`src/rtl/lut_cmp_pkg.sv`:
```
package lut_cmp_pkg;
    // Geometry of one shift-loaded table
    localparam int TBL_AW    = 4;
    localparam int TBL_DEPTH = 1 << TBL_AW;
    // Streamed data geometry (fixed by the table input count)
    localparam int ELEM_W    = 2 * TBL_AW;
    localparam int ADDR_W    = TBL_AW + 2;
    localparam int LO_AW     = ADDR_W - TBL_AW;

    // Configuration lane assignment
    typedef enum int {
        LANE_ADDR_HI = 0,
        LANE_ADDR_LO = 1,
        LANE_HI_GT   = 2,
        LANE_HI_EQ   = 3,
        LANE_LO_GT   = 4,
        LANE_MERGE   = 5
    } cfg_lane_e;

    localparam int NUM_LANES = 6;
endpackage

```
`src/rtl/srl_table.sv`:
```
module srl_table
    import lut_cmp_pkg::*;
(
    input  logic              clk,
    input  logic              rst_n,
    input  logic              shift_en,
    input  logic              din,
    input  logic [TBL_AW-1:0] rd_idx,
    output logic              rd_bit
);
    logic [TBL_DEPTH-1:0] cells;

    always_ff @(posedge clk or negedge rst_n) begin
        if (!rst_n) begin
            cells <= '0;
        end else if (shift_en) begin
            cells <= {cells[TBL_DEPTH-2:0], din};
        end
    end

    assign rd_bit = cells[rd_idx];
endmodule

```
`src/rtl/addr_match.sv`:
```
module addr_match
    import lut_cmp_pkg::*;
(
    input  logic              clk,
    input  logic              rst_n,
    input  logic              shift_en,
    input  logic [1:0]        cfg_in,
    input  logic [ADDR_W-1:0] addr,
    output logic              hit
);
    logic hi_ok;
    logic lo_ok;
    logic [TBL_AW-1:0] lo_idx;

    assign lo_idx = {{(TBL_AW-LO_AW){1'b0}}, addr[LO_AW-1:0]};

    srl_table u_hi (
        .clk     (clk),
        .rst_n   (rst_n),
        .shift_en(shift_en),
        .din     (cfg_in[0]),
        .rd_idx  (addr[ADDR_W-1:LO_AW]),
        .rd_bit  (hi_ok)
    );

    srl_table u_lo (
        .clk     (clk),
        .rst_n   (rst_n),
        .shift_en(shift_en),
        .din     (cfg_in[1]),
        .rd_idx  (lo_idx),
        .rd_bit  (lo_ok)
    );

    // Carry-chain style AND of the two halves
    assign hit = hi_ok & lo_ok;
endmodule

```
`src/rtl/thresh_fn.sv`:
```
module thresh_fn
    import lut_cmp_pkg::*;
(
    input  logic              clk,
    input  logic              rst_n,
    input  logic              shift_en,
    input  logic [3:0]        cfg_in,
    input  logic [ELEM_W-1:0] elem,
    output logic              verdict
);
    // part[0]: upper greater, part[1]: upper equal, part[2]: lower greater
    logic [2:0] part;
    logic [TBL_AW-1:0] merge_idx;

    for (genvar g = 0; g < 3; g++) begin : g_nib
        logic [TBL_AW-1:0] idx;
        if (g == 2) begin : g_lo
            assign idx = elem[TBL_AW-1:0];
        end else begin : g_hi
            assign idx = elem[ELEM_W-1:TBL_AW];
        end
        srl_table u_tbl (
            .clk     (clk),
            .rst_n   (rst_n),
            .shift_en(shift_en),
            .din     (cfg_in[g]),
            .rd_idx  (idx),
            .rd_bit  (part[g])
        );
    end

    assign merge_idx = {1'b0, part[0], part[1], part[2]};

    srl_table u_merge (
        .clk     (clk),
        .rst_n   (rst_n),
        .shift_en(shift_en),
        .din     (cfg_in[3]),
        .rd_idx  (merge_idx),
        .rd_bit  (verdict)
    );
endmodule

```
`src/rtl/lut_cmp_unit.sv`:
```
module lut_cmp_unit
    import lut_cmp_pkg::*;
(
    input  logic                 clk,
    input  logic                 rst_n,
    input  logic                 cfg_shift,
    input  logic [NUM_LANES-1:0] cfg_bits,
    input  logic [ADDR_W-1:0]    elem_addr,
    input  logic [ELEM_W-1:0]    elem,
    output logic                 fu_out
);
    logic addr_hit;
    logic fn_val;

    addr_match u_match (
        .clk     (clk),
        .rst_n   (rst_n),
        .shift_en(cfg_shift),
        .cfg_in  (cfg_bits[LANE_ADDR_LO:LANE_ADDR_HI]),
        .addr    (elem_addr),
        .hit     (addr_hit)
    );

    thresh_fn u_fn (
        .clk     (clk),
        .rst_n   (rst_n),
        .shift_en(cfg_shift),
        .cfg_in  (cfg_bits[LANE_MERGE:LANE_HI_GT]),
        .elem    (elem),
        .verdict (fn_val)
    );

    // Result register: captures only on a match outside a reload
    always_ff @(posedge clk or negedge rst_n) begin
        if (!rst_n) begin
            fu_out <= 1'b0;
        end else if (!cfg_shift && addr_hit) begin
            fu_out <= fn_val;
        end
    end
endmodule

```
`config.mk`:
```
export PLATFORM = sky130hd
export DESIGN_NAME = lut_cmp_unit
export DESIGN_NICKNAME = d
export VERILOG_FILES = /design/src/rtl/lut_cmp_pkg.sv /design/src/rtl/srl_table.sv /design/src/rtl/addr_match.sv /design/src/rtl/thresh_fn.sv /design/src/rtl/lut_cmp_unit.sv
export SDC_FILE = /design/constraint.sdc
export NUM_CORES = 1
export LEC_CHECK = 0
export ABC_AREA = 1
export BUFFER_PORTS_ARGS = -buffer_cell sky130_fd_sc_hd__buf_2
export CAP_MARGIN = 25
export CORE_AREA = 2 2 79 81
export CTS_CLUSTER_DIAMETER = 150
export DETAILED_ROUTE_END_ITERATION = 10
export DIE_AREA = 0 0 81 83
export MAX_ROUTING_LAYER = met4
export PLACE_DENSITY = 0.82
export SLEW_MARGIN = 30
export SYNTH_ARGS = -nofsm -noshare
export SYNTH_HDL_FRONTEND = slang
export SYNTH_SLANG_ARGS = --single-unit
export TNS_END_PERCENT = 50
```
`constraint.sdc`:
```
create_clock -name clk -period 2.25 [get_ports clk]
set_input_delay 0.1125 -clock clk [delete_from_list [all_inputs] [get_ports clk]]
set_output_delay 0.1125 -clock clk [all_outputs]
set_load 0.01 [all_outputs]
```
==> impl_metrics.prom, run 1 <==
# TYPE chip_impl_metric gauge
chip_impl_info{name="status",value="finished clean"} 1
chip_impl_metric{name="routed_via_density",unit=""} 5.38
chip_impl_metric{name="place_congestion",unit=""} 0.824
chip_impl_info{name="timing.critical_path.from_type",value="flop"} 1
chip_impl_metric{name="worstPathRequired",unit="ns"} 2.48
chip_impl_info{name="setup_repair_after_global_routing_missed_its_margin",value="false"} 1
chip_impl_metric{name="cap_viol_max_count",unit=""} 0
chip_impl_metric{name="netlist.area_leader.share",unit="%"} 52.4
chip_impl_metric{name="numCtsBuffers",unit=""} 9
chip_impl_metric{name="clock_power_share",unit="%"} 31.1
chip_impl_info{name="yosys.area.top_type",value="sky130_fd_sc_hd__dfrtp_1"} 1
chip_impl_metric{name="internal_power",unit="mW"} 2.33
chip_impl_metric{name="power.leakage",unit="nW"} 1.97
chip_impl_metric{name="final.min_clock_period",unit="ns"} 1.42
chip_impl_metric{name="worst_case_setup_slack_after_placement",unit="ns"} 0.694
chip_impl_metric{name="dieHeight",unit="um"} 83
chip_impl_metric{name="grt_pass1_wl",unit="um"} 12400
chip_impl_metric{name="layout-drive-gt1-share",unit="%"} 14.7
chip_impl_metric{name="cts.sinks",unit=""} 77
chip_impl_metric{name="die_w",unit="um"} 81
chip_impl_metric{name="fmaxAchievable",unit="MHz"} 705
chip_impl_metric{name="post-route-period-util",unit="%"} 63.0
chip_impl_metric{name="finalWorstSetupSlack",unit="ns"} 0.832
chip_impl_metric{name="clk_transition_reported_paths",unit="ns"} 0.08
chip_impl_info{name="layout.cells.most_common",value="sky130_fd_sc_hd__nand2_1"} 1
chip_impl_metric{name="nFillCells",unit=""} 461
chip_impl_info{name="cts_root_buffer",value="sky130_fd_sc_hd__clkbuf_8"} 1
chip_impl_metric{name="start_util",unit="%"} 63.3
chip_impl_metric{name="grt.total_usage",unit="%"} 24.1
chip_impl_metric{name="antenna_cells",unit=""} 0
chip_impl_metric{name="placement.cell_area",unit="sq um"} 3800
chip_impl_metric{name="hold_slack",unit="ns"} 0.198
chip_impl_metric{name="clock_latency",unit="ns"} 0.34
chip_impl_info{name="clock_tree_from_tritoncts",value="yes"} 1
chip_impl_metric{name="syn_avg_cell_area",unit="sq um"} 8.36
chip_impl_metric{name="initialDrtViolationCount",unit=""} 167
chip_impl_metric{name="tightest_slew",unit="ns"} 0.676
chip_impl_metric{name="place.port_buffers",unit=""} 23
chip_impl_metric{name="die-area",unit="sq um"} 6720
chip_impl_metric{name="final_setup_violations",unit=""} 0
chip_impl_metric{name="largest_net_degree_at_the_start_of_global_routing",unit=""} 78
chip_impl_info{name="worst_r2r_startpoint",value="u_fn.g_nib[2].u_tbl.cells[8]$_DFFE_PN0P_"} 1
chip_impl_info{name="hold_path.class",value="in2reg"} 1
chip_impl_metric{name="critical_path.max_fanout",unit=""} 5
chip_impl_metric{name="post-layout-total-power",unit="mW"} 3.27
chip_impl_info{name="commonest_cells_after_routing_fill_and_taps_aside",value="sky130_fd_sc_hd__nand2_1, sky130_fd_sc_hd__dfrtp_1, sky130_fd_sc_hd__inv_1, sky130_fd_sc_hd__o21ai_0, sky130_fd_sc_hd__nand3_1"} 1
chip_impl_info{name="whs_endpoint",value="u_fn.g_nib[2].u_tbl.cells[5]$_DFFE_PN0P_"} 1
chip_impl_metric{name="synthesized_area",unit="sq um"} 3680
chip_impl_metric{name="drv_slew",unit=""} 0
chip_impl_metric{name="num_rows",unit=""} 28
chip_impl_metric{name="seqPwrFrac",unit="%"} 52.0
chip_impl_info{name="worstSetupStartpoint",value="u_fn.g_nib[2].u_tbl.cells[8]$_DFFE_PN0P_"} 1
chip_impl_metric{name="final_util",unit="%"} 69.9
chip_impl_metric{name="i_o_pins",unit=""} 24
chip_impl_metric{name="syn-num-nets",unit=""} 463
chip_impl_metric{name="synth.lib_cells_used.distinct",unit=""} 23
chip_impl_metric{name="worst_slew_margin_rel",unit="%"} 54.9
chip_impl_metric{name="drtAntennaViolNets",unit=""} 0
chip_impl_metric{name="routed_wirelength",unit="um"} 6930
chip_impl_metric{name="num_vias",unit=""} 2923
chip_impl_metric{name="p_switching",unit="uW"} 942
chip_impl_metric{name="cts-root-to-sink-buffers",unit=""} 2
chip_impl_info{name="critical_path.endpoint_type",value="flop"} 1
chip_impl_metric{name="regToRegSetupSlack",unit="ns"} 0.83
chip_impl_metric{name="power.density_cell_area",unit="nW/um^2"} 805
chip_impl_metric{name="coreArea",unit="sq um"} 5820
chip_impl_metric{name="final_net_count",unit=""} 486
chip_impl_info{name="synthTopCellsByArea",value="sky130_fd_sc_hd__dfrtp_1, sky130_fd_sc_hd__nand2_1, sky130_fd_sc_hd__o21ai_0, sky130_fd_sc_hd__inv_1, sky130_fd_sc_hd__nand3_1"} 1
chip_impl_metric{name="post_cts.resized_instances",unit=""} 0
chip_impl_info{name="rr_endpoint",value="fu_out$_DFFE_PN0P_"} 1
chip_impl_metric{name="number_of_antenna_violations_at_the_first_check_in_global_routing",unit=""} 0
chip_impl_metric{name="count_of_endpoints_failing_hold_in_the_final_timing_report",unit=""} 0
chip_impl_metric{name="drt_pass1_iterations",unit=""} 5
chip_impl_metric{name="post-place-cells",unit=""} 520
chip_impl_metric{name="totalNegativeSetupSlack",unit="ns"} 0
chip_impl_metric{name="grt-ovfl-total",unit=""} 0
chip_impl_metric{name="gate_power_share",unit="%"} 16.9
chip_impl_metric{name="vdd.ir_drop.worst",unit="V"} 0.000574
chip_impl_metric{name="post-cts-setup-buffer-count",unit=""} 0
chip_impl_metric{name="power.switching_fraction",unit="%"} 28.8
chip_impl_metric{name="fin_clk_skew",unit="ns"} 0.00858
chip_impl_metric{name="ff2ff_path_depth",unit=""} 11
chip_impl_metric{name="area_growth",unit="%"} 10.5
chip_impl_metric{name="ys_seq_elements",unit=""} 77
chip_impl_metric{name="worst_hold_path.num_cells",unit=""} 3
chip_impl_metric{name="crit_arrival",unit="ns"} 1.65
chip_impl_metric{name="grt_pass1_vias",unit=""} 2837
chip_impl_metric{name="wl_per_cell",unit="um"} 12.8
chip_impl_metric{name="drc",unit=""} 0
chip_impl_metric{name="hpwlAfterDp",unit="um"} 4550
chip_impl_metric{name="yosys_warnings",unit=""} 0
chip_impl_metric{name="cell_count_after_synthesis",unit=""} 440
chip_impl_metric{name="ctsHtreeMaxLevel",unit=""} 3
chip_impl_info{name="hold_sp",value="cfg_shift"} 1
chip_impl_metric{name="final_cell_count_no_fill",unit=""} 543
chip_impl_metric{name="ys_seq_area_share",unit="%"} 52.4
chip_impl_info{name="critical_path_class",value="reg2reg"} 1
chip_impl_metric{name="post-route-cell-area",unit="sq um"} 4060
## worst max-delay path by stage
| stage | endpoint | slack, ns | cells past startpoint |
|---|---|---|---|
| floorplan | fu_out$_DFFE_PN0P_ | 1.07 | 10 |
| global placement | fu_out$_DFFE_PN0P_ | 0.79 | 12 |
| detailed placement | fu_out$_DFFE_PN0P_ | 0.69 | 12 |
| CTS | fu_out$_DFFE_PN0P_ | 0.84 | 11 |
| global route | fu_out$_DFFE_PN0P_ | 0.73 | 11 |
| finish | fu_out$_DFFE_PN0P_ | 0.83 | 11 |
## power groups by stage
stage | clock [mW] | sequential (mW) | combinational, mW
after floorplan | 0 | 1.70 | 0.403
after global placement | 0 | 1.72 | 0.515
after detailed placement | 0 | 1.72 | 0.541
after CTS | 1.04 | 1.70 | 0.556
after global routing | 1.11 | 1.72 | 0.647
final | 1.02 | 1.70 | 0.554
## layer usage
| metal | vias to the layer above | track usage, % | routed length [um] |
|---|---|---|---|
| met5 | - | - | 0 |
| met4 | 0 | 12.0 | 166 |
| li1 | 1461 | - | - |
| met3 | 17 | 4.13 | 227 |
| met2 | 65 | 37.0 | 3450 |
| met1 | 1380 | 30.9 | 3090 |
## final cells by class
type | count | area (sq um) | share of cell area [%]
inverters | 61 | 234 | 5.76
clock buffers | 12 | 145 | 3.57
multi-input cells | 280 | 1380 | 34.0
well taps | 75 | 93.8 | 2.31
clock inverters | 4 | 47.5 | 1.17
repair buffers | 34 | 236 | 5.82
flip-flops and latches | 77 | 1930 | 47.4
## logic make-up (layout without fill, tap and decap cells)
kind of cell	count (synthesis)	after routing	synth area share, %
AOI/OAI and AO/OA	105	105	15.2
buffers and inverters	83	111	10.1
DFF	77	77	52.4
muxes	4	4	1.22
and+or+nand+nor	171	171	21.1
## state kept, by name (all words and copies together) (netlist names)
| signal | cells |
|---|---|
| u_fn.g_nib.u_tbl.cells | 48 |
| u_match.u_hi.cells | 16 |
| u_fn.u_merge.cells | 8 |
| u_match.u_lo.cells | 4 |
| fu_out | 1 |
## timing repair
item | 4_1_cts | 5_1_grt
setup endpoints to repair | 0 | 0
hold buffers | 7 | 0
endpoints found under the hold margin | 83 | 0
## Yosys cell counts (all sizes together)
library cell	count
o22ai	1
dfrtp	77
o21ai	61
a21oi	36
mux2	4
buf	11
o211ai	7
nor2	24
nand2	100
nand3	47
inv	61
clkbuf	11
## critical path, cell delays in order, from the launching register on
cell and delay (ns):
sky130_fd_sc_hd__dfrtp_1 0.38, sky130_fd_sc_hd__inv_1 0.07, sky130_fd_sc_hd__nand2_1 0.07, sky130_fd_sc_hd__nand3_1 0.08
sky130_fd_sc_hd__nand3_1 0.11, sky130_fd_sc_hd__nand3_2 0.14, sky130_fd_sc_hd__nand2_2 0.12, sky130_fd_sc_hd__nand2_1 0.05
sky130_fd_sc_hd__nand3_1 0.08, sky130_fd_sc_hd__nand3_2 0.08, sky130_fd_sc_hd__nand3_1 0.08, sky130_fd_sc_hd__nand2_1 0.05
(Power assumes the default switching activity.)
==> run 2: changes to the inputs <==
--- a/config.mk
+++ b/config.mk
@@ -5,15 +5,15 @@
 export SDC_FILE = /design/constraint.sdc
 export NUM_CORES = 1
 export LEC_CHECK = 0
-export ABC_AREA = 1
+export ABC_AREA = 0
 export BUFFER_PORTS_ARGS = -buffer_cell sky130_fd_sc_hd__buf_2
 export CAP_MARGIN = 25
-export CORE_AREA = 2 2 79 81
+export CORE_AREA = 2 2 81 83
 export CTS_CLUSTER_DIAMETER = 150
 export DETAILED_ROUTE_END_ITERATION = 10
-export DIE_AREA = 0 0 81 83
+export DIE_AREA = 0 0 83 85
 export MAX_ROUTING_LAYER = met4
-export PLACE_DENSITY = 0.82
+export PLACE_DENSITY = 0.78
 export SLEW_MARGIN = 30
 export SYNTH_ARGS = -nofsm -noshare
 export SYNTH_HDL_FRONTEND = slang
==> constraint.sdc (replaced) <==
create_clock -name clk -period 1.5 [get_ports clk]
set_input_delay 0.075 -clock clk [delete_from_list [all_inputs] [get_ports clk]]
set_output_delay 0.075 -clock clk [all_outputs]
set_load 0.01 [all_outputs]
==> run 2 against run 1 <==
Compared with the run above:
- the flow now finishes with violations (setup timing)
- count of clock-buffer cells in the layout is 3 lower
- sequential power is 94% higher
- final cell count is 24% lower
- power is 130% higher
- critical path type unchanged
- highest routed layer unchanged
==> impl_metrics.prom, run 2 <==
# TYPE chip_impl_metric gauge
chip_impl_info{name="status",value="complete, but fails checks"} 1
chip_impl_info{name="violations",value="setup timing"} 1
chip_impl_metric{name="coreArea",unit="sq um"} 6200
chip_impl_metric{name="netlist.area_leader.share",unit="%"} 53.3
chip_impl_metric{name="cts-root-to-sink-buffers",unit=""} 2
chip_impl_metric{name="wl_per_cell",unit="um"} 16.1
chip_impl_info{name="worst_r2r_startpoint",value="u_fn.g_nib[2].u_tbl.cells[8]$_DFFE_PN0P_"} 1
chip_impl_info{name="leading_registers_by_flop_count",value="u_fn.g_nib.u_tbl.cells x48, u_match.u_hi.cells x16, u_fn.u_merge.cells x8"} 1
chip_impl_metric{name="ys_seq_area_share",unit="%"} 53.3
chip_impl_metric{name="crit_arrival",unit="ns"} 2.08
chip_impl_metric{name="max_reg_flops",unit=""} 48
chip_impl_metric{name="hpwlAfterDp",unit="um"} 4690
chip_impl_metric{name="layout-drive-gt1-share",unit="%"} 55.8
chip_impl_metric{name="final.min_clock_period",unit="ns"} 1.84
chip_impl_info{name="synthFlopType",value="sky130_fd_sc_hd__dfrtp_1"} 1
chip_impl_metric{name="power.density_cell_area",unit="nW/um^2"} 1640
chip_impl_metric{name="initialDrtViolationCount",unit=""} 172
chip_impl_metric{name="worstPathRequired",unit="ns"} 1.73
chip_impl_metric{name="grt.total_usage",unit="%"} 21.8
chip_impl_metric{name="synth_adder_area_share",unit="%"} 0
chip_impl_metric{name="finalWorstSetupSlack",unit="ns"} -0.345
chip_impl_metric{name="synthesized_area",unit="sq um"} 3620
chip_impl_info{name="setup_repair_after_global_routing_missed_its_margin",value="true"} 1
chip_impl_metric{name="ctsHtreeMaxLevel",unit=""} 3
chip_impl_info{name="synthTopCellsByArea",value="sky130_fd_sc_hd__dfrtp_1, sky130_fd_sc_hd__mux2_2, sky130_fd_sc_hd__mux4_2, sky130_fd_sc_hd__mux2_1, sky130_fd_sc_hd__mux2i_1"} 1
chip_impl_metric{name="ys_seq_elements",unit=""} 77
chip_impl_metric{name="nFillCells",unit=""} 399
chip_impl_info{name="hold_path.class",value="in2reg"} 1
chip_impl_info{name="worst_path_max_delay_cell",value="sky130_fd_sc_hd__dfrtp_1"} 1
chip_impl_info{name="synthTopCellsByCount",value="sky130_fd_sc_hd__dfrtp_1, sky130_fd_sc_hd__mux2_2, sky130_fd_sc_hd__nand2_1"} 1
chip_impl_metric{name="worst_hold_path.num_cells",unit=""} 2
chip_impl_metric{name="synth.lib_cells_used.distinct",unit=""} 37
chip_impl_metric{name="place.port_buffers",unit=""} 23
chip_impl_metric{name="syn-num-nets",unit=""} 269
chip_impl_metric{name="start_util",unit="%"} 58.3
chip_impl_metric{name="post-place-cells",unit=""} 389
chip_impl_metric{name="antenna_cells",unit=""} 0
chip_impl_metric{name="xor_and_xnor_area_share_after_synthesis",unit="%"} 0
chip_impl_metric{name="tightest_slew",unit="ns"} 0.418
chip_impl_metric{name="cell_count_after_synthesis",unit=""} 246
chip_impl_info{name="critical_path_class",value="reg2reg"} 1
chip_impl_metric{name="numCtsBuffers",unit=""} 9
chip_impl_info{name="rr_endpoint",value="fu_out$_DFFE_PN0P_"} 1
chip_impl_info{name="cts_root_buffer",value="sky130_fd_sc_hd__clkbuf_8"} 1
chip_impl_metric{name="number_of_antenna_violations_at_the_first_check_in_global_routing",unit=""} 0
chip_impl_metric{name="grt_pass1_vias",unit=""} 2497
chip_impl_metric{name="drc",unit=""} 0
chip_impl_metric{name="fin_clk_skew",unit="ns"} 0.00587
chip_impl_metric{name="ff2ff_path_depth",unit=""} 6
chip_impl_info{name="synth_top_family_by_area",value="multiplexers"} 1
chip_impl_metric{name="drtAntennaViolNets",unit=""} 0
chip_impl_metric{name="critical-path-max-stage-delay",unit="ns"} 0.39
chip_impl_metric{name="clk_transition_reported_paths",unit="ns"} 0.08
chip_impl_metric{name="critical_path.max_fanout",unit=""} 3
chip_impl_metric{name="routed_wirelength",unit="um"} 6640
chip_impl_metric{name="cts.sinks",unit=""} 77
chip_impl_metric{name="async_reset_ff_share",unit="%"} 100
chip_impl_metric{name="synth-simple-area-share",unit="%"} 5.60
chip_impl_metric{name="regToRegSetupSlack",unit="ns"} -0.34
chip_impl_metric{name="num_vias",unit=""} 2316
chip_impl_metric{name="place_congestion",unit=""} 0.887
chip_impl_metric{name="routed_via_density",unit=""} 5.62
chip_impl_info{name="registers.top_by_ff_count",value="u_fn.g_nib.u_tbl.cells"} 1
chip_impl_info{name="layout.cells.most_common",value="sky130_fd_sc_hd__dfrtp_1"} 1
chip_impl_info{name="timing.critical_path.from_type",value="flop"} 1
chip_impl_metric{name="grt_pass1_wl",unit="um"} 11700
chip_impl_metric{name="final_cell_count_no_fill",unit=""} 412
chip_impl_info{name="hold_sp",value="cfg_shift"} 1
chip_impl_metric{name="drt_pass1_iterations",unit=""} 4
chip_impl_metric{name="final_net_count",unit=""} 353
chip_impl_info{name="cp_cell_sequence",value="mux2_4, o311ai_4, or2_1, a21boi_1, nor4_2, o41ai_2"} 1
chip_impl_metric{name="post-route-period-util",unit="%"} 123
chip_impl_metric{name="count_of_endpoints_failing_hold_in_the_final_timing_report",unit=""} 0
chip_impl_metric{name="die-area",unit="sq um"} 7060
chip_impl_metric{name="grt-ovfl-total",unit=""} 0
chip_impl_metric{name="synth_compound_area_share",unit="%"} 4.74
chip_impl_info{name="whs_endpoint",value="u_fn.u_merge.cells[3]$_DFFE_PN0P_"} 1
chip_impl_info{name="commonest_cells_after_routing_fill_and_taps_aside",value="sky130_fd_sc_hd__dfrtp_1, sky130_fd_sc_hd__mux2_2, sky130_fd_sc_hd__buf_4"} 1
chip_impl_metric{name="worst_case_setup_slack_after_placement",unit="ns"} -0.312
chip_impl_metric{name="power.leakage",unit="nW"} 2.05
chip_impl_metric{name="post-layout-total-power",unit="mW"} 7.47
chip_impl_info{name="yosys.area.top_type",value="sky130_fd_sc_hd__dfrtp_1"} 1
chip_impl_metric{name="vdd.ir_drop.worst",unit="V"} 0.00103
chip_impl_metric{name="area_growth",unit="%"} 25.9
chip_impl_metric{name="synth_enable_flop_cells",unit=""} 0
chip_impl_metric{name="i_o_pins",unit=""} 24
chip_impl_metric{name="cap_viol_max_count",unit=""} 0
chip_impl_metric{name="worst_slew_margin_rel",unit="%"} 72.2
chip_impl_metric{name="clock_latency",unit="ns"} 0.35
chip_impl_metric{name="die_w",unit="um"} 83
chip_impl_metric{name="final_setup_violations",unit=""} 1
chip_impl_metric{name="fmaxAchievable",unit="MHz"} 542
chip_impl_info{name="critical_path.endpoint_type",value="flop"} 1
chip_impl_metric{name="dieHeight",unit="um"} 85
chip_impl_metric{name="largest_net_degree_at_the_start_of_global_routing",unit=""} 33
chip_impl_metric{name="drv_slew",unit=""} 0
chip_impl_info{name="clock_tree_from_tritoncts",value="yes"} 1
chip_impl_metric{name="yosys_warnings",unit=""} 0
chip_impl_metric{name="num_rows",unit=""} 29
chip_impl_info{name="post-synth-top-count-cell",value="sky130_fd_sc_hd__dfrtp_1"} 1
chip_impl_metric{name="yosys-mux-area-fraction",unit="%"} 34.5
chip_impl_metric{name="syn_avg_cell_area",unit="sq um"} 14.7
-- run 2: changes by cell type in the layout (fill, tap and decap cells not counted), moves of 5 or more --
cell                       previous run  this run
sky130_fd_sc_hd__o211ai_1             7         0
sky130_fd_sc_hd__nor2_1              24         4
sky130_fd_sc_hd__mux4_2               0        11
sky130_fd_sc_hd__mux2_1               0         9
sky130_fd_sc_hd__buf_4                4        55
sky130_fd_sc_hd__a21oi_1             32         2
sky130_fd_sc_hd__nand3_2             10         2
sky130_fd_sc_hd__o21ai_0             57         0
sky130_fd_sc_hd__nand2_1             95        16
sky130_fd_sc_hd__nand2_2              5         0
sky130_fd_sc_hd__mux2_2               4        67
sky130_fd_sc_hd__mux2i_1              0         8
sky130_fd_sc_hd__inv_1               57         2
sky130_fd_sc_hd__nand3_1             36         4
-- run 2: timing repair --
| item | CTS | global route |
|---|---|---|
| pin swaps | 4 | 1 |
| hold buffers | 7 | 0 |
| buffers inserted | 0 | 0 |
| gates resized for setup | 8 | 1 |
| hold endpoints to repair | 41 | 0 |
| setup endpoints to repair | 1 | 1 |
-- run 2: worst max path at each step --
| stage | start | end | slack, ns | cells past startpoint |
|---|---|---|---|---|
| floorplan | u_fn.g_nib[1].u_tbl.cells[3]$_DFFE_PN0P_ | fu_out$_DFFE_PN0P_ | -0.17 | 5 |
| global placement | u_fn.g_nib[2].u_tbl.cells[10]$_DFFE_PN0P_ | fu_out$_DFFE_PN0P_ | -0.24 | 6 |
| detailed placement | u_fn.g_nib[2].u_tbl.cells[10]$_DFFE_PN0P_ | fu_out$_DFFE_PN0P_ | -0.31 | 6 |
| CTS | u_fn.g_nib[1].u_tbl.cells[3]$_DFFE_PN0P_ | fu_out$_DFFE_PN0P_ | -0.30 | 7 |
| global route | u_fn.g_nib[1].u_tbl.cells[3]$_DFFE_PN0P_ | fu_out$_DFFE_PN0P_ | -0.39 | 7 |
| finish | u_fn.g_nib[2].u_tbl.cells[8]$_DFFE_PN0P_ | fu_out$_DFFE_PN0P_ | -0.34 | 6 |
-- run 2: worst max-delay path, delay by kind of cell, from the launching register on --
kind,cells,cell delay (ns)
and+or+nand+nor,2,0.50
muxes,1,0.29
AOI/OAI and AO/OA,3,0.54
DFF,1,0.39
-- run 2: logic make-up (layout without fill, tap and decap cells) --
group / count (synthesis) / in the layout
and+or+nand+nor: 39 / 39
muxes: 98 / 98
DFF: 77 / 77
AOI/OAI and AO/OA: 17 / 17
buffers and inverters: 15 / 104
-- run 2: per-stage QoR --
step	util (%)	cell area (sq um)	hold WS [ns]	setup TNS [ns]
final	73.4	4550	0.156	-0.345
after global routing	73.4	4550	0.156	-0.386
after CTS	73.3	4550	0.145	-0.301
after detailed placement	67.9	4220	0.0393	-0.312
after global placement	67.9	4220	0.0357	-0.240
after floorplan	-	3620	-0.221	-0.167
-- run 2: metal layers --
layer / share of wire, % / global-route usage, % / vias to the layer above
li1: - / - / 1081
met1: 44 / 26.6 / 1181
met2: 50 / 35.6 / 35
met3: 2.6 / 4.67 / 19
met4: 3.1 / 9.09 / 0
met5: 0 / - / -
-- run 2: where the power goes --
group | internal, mW | switching (mW)
Sequential | 2.82 | 0.471
Clock | 1.10 | 0.754
Combinational | 1.52 | 0.803
-- run 2: layout make-up --
cell class,instances,area [sq um],area share (%)
clock inverter,7,114,2.50
timing repair buffer,86,633,13.9
inverter,2,7.51,0.165
tap,77,96.3,2.12
sequential,77,1930,42.3
multi-input combinational,154,1650,36.3
clock buffer,9,124,2.72
